<file path="src/rtl/dual_mode_serial_port.sv">
module dual_mode_serial_port #(
  parameter int unsigned DATA_W = 8,
  parameter int unsigned ADDR_W = 3
) (
  input  logic              clk,
  input  logic              rst_n,
  input  logic              cs_n_i,
  input  logic              sclk_i,
  input  logic              dat1_i,
  input  logic              dat2_i,
  output logic              dat1_o,
  output logic              dat1_oe,
  output logic [ADDR_W-1:0] reg_addr_o,
  output logic              reg_wr_o,
  output logic [DATA_W-1:0] reg_wdata_o,
  output logic              reg_rd_o,
  input  logic [DATA_W-1:0] reg_rdata_i
);
  localparam int unsigned CNT_W = $clog2(2*DATA_W+1);
  localparam int unsigned IDX_W = $clog2(DATA_W);
  localparam logic [CNT_W-1:0] HALF = CNT_W'(DATA_W);
  localparam logic [CNT_W-1:0] FULL = CNT_W'(2*DATA_W);

  logic              cs_q, sclk_q, active, lsb_mode, rw_q;
  logic [CNT_W-1:0]  cnt;
  logic [DATA_W-1:0] sh, tx;
  logic [IDX_W-1:0]  idx;

  wire cs_fall   = cs_q & ~cs_n_i;
  wire sclk_rise = sclk_i & ~sclk_q;
  wire sclk_fall = ~sclk_i & sclk_q;
  wire bit_in    = lsb_mode ? dat1_i : dat2_i;
  wire [DATA_W-1:0] sh_nxt = lsb_mode ? {bit_in, sh[DATA_W-1:1]}
                                      : {sh[DATA_W-2:0], bit_in};
  wire take  = active & sclk_rise & (cnt < FULL);
  wire drive = active & sclk_fall & rw_q & (cnt >= HALF) & (cnt < FULL);

  assign idx = cnt[IDX_W-1:0];
  wire tx_bit = lsb_mode ? tx[idx] : tx[~idx];

  always_ff @(posedge clk or negedge rst_n) begin
    if (!rst_n) begin
      cs_q        <= 1'b1;
      sclk_q      <= 1'b0;
      active      <= 1'b0;
      lsb_mode    <= 1'b0;
      rw_q        <= 1'b0;
      cnt         <= '0;
      sh          <= '0;
      tx          <= '0;
      dat1_o      <= 1'b0;
      dat1_oe     <= 1'b0;
      reg_addr_o  <= '0;
      reg_wr_o    <= 1'b0;
      reg_wdata_o <= '0;
      reg_rd_o    <= 1'b0;
    end else begin
      cs_q     <= cs_n_i;
      sclk_q   <= sclk_i;
      reg_wr_o <= 1'b0;
      reg_rd_o <= 1'b0;
      if (reg_rd_o) tx <= reg_rdata_i;
      if (cs_n_i) begin
        active  <= 1'b0;
        dat1_oe <= 1'b0;
      end else if (cs_fall) begin
        active   <= 1'b1;
        lsb_mode <= sclk_i;
        cnt      <= '0;
      end else begin
        if (take) begin
          sh  <= sh_nxt;
          cnt <= cnt + CNT_W'(1);
          if (cnt == HALF - CNT_W'(1)) begin
            rw_q       <= sh_nxt[0];
            reg_addr_o <= sh_nxt[ADDR_W:1];
            reg_rd_o   <= sh_nxt[0];
          end
          if (cnt == FULL - CNT_W'(1) && !rw_q) begin
            reg_wr_o    <= 1'b1;
            reg_wdata_o <= sh_nxt;
          end
        end
        if (drive) begin
          dat1_oe <= 1'b1;
          dat1_o  <= tx_bit;
        end
      end
    end
  end

  p_mode_hold_r1: assert property (@(posedge clk) disable iff (!rst_n)
    (active && !cs_n_i) |=> $stable(lsb_mode));
  p_rd_wr_excl_r6: assert property (@(posedge clk) disable iff (!rst_n)
    !(reg_wr_o && reg_rd_o));
  p_wr_single_r5: assert property (@(posedge clk) disable iff (!rst_n)
    reg_wr_o |=> !reg_wr_o);
  p_rd_single_r6: assert property (@(posedge clk) disable iff (!rst_n)
    reg_rd_o |=> !reg_rd_o);
  p_dout_on_fall_r7: assert property (@(posedge clk) disable iff (!rst_n)
    !sclk_fall |=> $stable(dat1_o));
  p_oe_idle_r8: assert property (@(posedge clk) disable iff (!rst_n)
    cs_n_i |=> !dat1_oe);
  p_oe_read_r8: assert property (@(posedge clk) disable iff (!rst_n)
    dat1_oe |-> rw_q);
  p_wr_full_r9: assert property (@(posedge clk) disable iff (!rst_n)
    reg_wr_o |-> (cnt == FULL));
  p_cnt_sat_r10: assert property (@(posedge clk) disable iff (!rst_n)
    cnt <= FULL);
endmodule

</file>
<file path="config.mk">
export PLATFORM = sky130hd
export DESIGN_NAME = dual_mode_serial_port
export DESIGN_NICKNAME = d
export VERILOG_FILES = /design/src/rtl/dual_mode_serial_port.sv
export SDC_FILE = /design/constraint.sdc
export NUM_CORES = 1
export LEC_CHECK = 0
export BUFFER_PORTS_ARGS = -buffer_cell sky130_fd_sc_hd__buf_4
export CAP_MARGIN = 40
export CORE_MARGIN = 2
export CORE_UTILIZATION = 60
export DETAILED_ROUTE_END_ITERATION = 16
export GPL_TIMING_DRIVEN = 0
export PLACE_DENSITY = 0.95
export SETUP_SLACK_MARGIN = 0.1
export SLEW_MARGIN = 20
export SYNTH_ARGS = -nofsm -noshare
export SYNTH_HDL_FRONTEND = slang
export SYNTH_SLANG_ARGS = --single-unit
</file>
<file path="constraint.sdc">
create_clock -name clk -period 4.6 [get_ports clk]
set_input_delay 0.69 -clock clk [delete_from_list [all_inputs] [get_ports clk]]
set_output_delay 0.69 -clock clk [all_outputs]
set_load 0.01 [all_outputs]
</file>
==> out/metrics.csv <==
stage;metric;value;unit
floorplanning;dieArea;3589;um^2
cts;post-cts-setup-buffers;0;
floorplanning;rows;20;
sta;rsz0062_at_grt;no;
route;vias_per_cell;5.822;
cts;insertion_delay;0.35;ns
sta;tns;0;ns
route;dr.pass1.iters;4;
global_route;gr-total-overflow;0;
floorplanning;boundaryPins;29;
cts;htreeDepth;2;
cts;ctsHoldBuffers;0;
logic_synthesis;yosysWarnings;0;
worst_setup_path;cp.required;4.85;ns
logic_synthesis;synth_area;1876;um^2
worst_setup_path;reg2reg_to;reg_wdata_o[1];
worst_setup_path;crit_type;reg -> reg;
power;power.leakage;0.001152;uW
global_route;groute.usage.overall;22.21;%
cts;cts_buffers;5;
logic_synthesis;synthArstFlopShare;100.0;%
sta;hold_viol_final;0;
finish;fill_cells;209;
worst_setup_path;crit_slowest_cell;dfrtp_1;
sta;worst_pin_slew;0.5907;ns
worst_setup_path;path_max_fanout;9;
worst_setup_path;reg2reg_depth;5;
worst_setup_path;arrival;2.10;ns
place;hpwl;2510;um
sta;setup_ws;2.752;ns
route;drt_iter0_drc;74;
global_route;grt_pass1_vias;1242;
worst_setup_path;cp-start-kind;flip-flop;
global_route;grt_max_degree;42;
place;portBuffers;28;
worst_setup_path;path_cells;ha_1 -> and3_1 -> ha_1 -> nand3b_4 -> mux2_2;
worst_setup_path;slowest_delay;0.50;ns
worst_setup_path;crit_path_frequent_cell;ha_1;
route;antenna_left;0;
power;vdd_drop_max;0.0002349;V
finish;layout_common_cells;dfrtp_1 (40), mux2_2 (33), buf_4 (28);
logic_synthesis;yosysUniqueCellTypes;30;
worst_setup_path;cp-end-kind;flip-flop;
logic_synthesis;synth_flop_cell;dfrtp_1;
cts;clock_sinks;41;
cts;clock_path_buffers;2;
worst_setup_path;reg2reg_setup_slack;2.75;ns
logic_synthesis;avgSynthCellArea;13.49;um^2
worst_setup_path;rr_startpoint;cnt[1];
logic_synthesis;synth-edff-count;0;
finish;final_layout_size_suffix_gt1_share;45.71;%
cts;post_cts_resized;0;
place;place_ws;2.577;ns
floorplanning;die_y;59.91;um
sta;maxSlewHeadroom;60.62;%
route;vias;1211;
floorplanning;initial_utilization;62.46;%
route;drc;0;
worst_setup_path;path_delay_family;adder cells;
floorplanning;dieWidth;59.91;um
cts;path_clk_slew;0.12;ns
cts;cts_root_buf;clkbuf_4;
sta;period_needed;1.848;ns
finish;layout_commonest_cell;dfrtp_1;
global_route;antenna_found_initial;0;
logic_synthesis;ys_seq_elements;41;
route;post_drt_wl_per_cell;16.44;um
sta;maxSlewViolCount;0;
floorplanning;core_area;3003;um^2
place;globalplace.congestion;0.7333;
cts;cts_tree;built;
outcome;outcome;finished clean;
sta;fmax;541.3;MHz
min_path;hp-class;in -> async;
global_route;grt_first_pass_wirelength;5754;um
route;drt-total-wl;3419;um
sta;skew;0.003157;ns
sta;setup_viol;0;
finish;area_growth;18.15;%
finish;layout.nets;190;
power;powerDensity;303.0;nW/um^2
logic_synthesis;synth_fp_nets;155;
finish;fin_util;73.79;%
worst_setup_path;worst-path-buf-inv;0;
logic_synthesis;netlist_instances;139;
sta;period_share;40.16;%
finish;n_antenna_cell;0;
job;drv_cap;0;
logic_synthesis;ys_seq_area_share;54.77;%
## power by group
part	leakage (uW)	switching, uW	total [uW]	internal, uW
combinational	0.000552	25.7	49.8	24.0
sequential	0.000556	6.54	375	369
clock	0.0000445	117	246	129
total	0.00115	150	671	522
## area by class of cell
class	count	area [um^2]	area share, %
clock inverter	2	37.54	1.694
inverter	5	18.77	0.8470
tap	33	41.29	1.863
multi-input combinational	88	792.0	35.74
timing repair buffer	28	210.2	9.486
clock buffer	6	51.30	2.315
buffer	5	37.54	1.694
sequential	41	1027	46.36
## cell families (layout without fill, tap and decap cells)
| logic type | after synthesis | count (layout) | synth area share (%) |
|---|---|---|---|
| AO/OA/AOI/OAI | 16 | 16 | 5.071 |
| AND/OR/NAND/NOR | 28 | 28 | 9.874 |
| buffers and inverters | 10 | 46 | 3.002 |
| adder cells (fa/ha/maj) | 2 | 2 | 1.334 |
| multiplexers | 42 | 42 | 25.95 |
| flip-flops | 41 | 41 | 54.77 |
## worst max path at each step
stage | from | endpoint | slack [ns] | depth (start not counted)
after floorplan | sclk_i | reg_wdata_o[0] | 2.84 | 5
after global placement | cs_n_i | reg_wdata_o[7] | 2.65 | 6
after global routing | cnt[1] | reg_wdata_o[5] | 2.69 | 5
final | cnt[1] | reg_wdata_o[1] | 2.75 | 5
after detailed placement | cs_n_i | reg_wdata_o[1] | 2.58 | 6
after CTS | cnt[1] | reg_wdata_o[1] | 2.75 | 5
## cells in the mapped netlist, types with 2 or more instances
| cell type | number | area [um^2] |
|---|---|---|
| and3_1 | 2 | 12.51 |
| buf_2 | 2 | 10.01 |
| mux4_2 | 2 | 45.04 |
| nand2_1 | 6 | 22.52 |
| mux2i_1 | 7 | 70.07 |
| nor2_1 | 8 | 30.03 |
| dfrtp_1 | 40 | 1001 |
| inv_1 | 5 | 18.77 |
| nand3_1 | 4 | 20.02 |
| mux2_2 | 33 | 371.6 |
| ha_1 | 2 | 25.02 |
| a21oi_1 | 3 | 15.01 |
| o21ai_0 | 8 | 40.04 |
## flip-flops by register name, indices dropped and copies added, names as in the netlist, 3 cells and up
name	flops
reg_addr_o	3
reg_wdata_o	8
cnt	5
sh	8
tx	8
## per-layer routing
metal / track usage, % / part of all wire, % / vias up
met5: 0 / 0 / -
met4: 9.524 / 1.6 / 0
met3: 6.926 / 4.4 / 5
met2: 34.78 / 52 / 31
met1: 28.49 / 42 / 604
li1: - / - / 571
## metrics by stage
step / std cells / total power, uW / hold WS [ns] / instance area [um^2]
2_1_floorplan: 139 / 407.9 / 0.3944 / 1876
6_report: 208 / 671.4 / 0.2813 / 2216
5_1_grt: 208 / 700.9 / 0.3061 / 2216
4_1_cts: 208 / 680.2 / 0.2954 / 2216
3_3_place_gp: 200 / 429.4 / 0.4627 / 2127
3_5_place_dp: 200 / 432.9 / 0.4711 / 2127
Note: power is estimated with default switching activity, not from simulation.
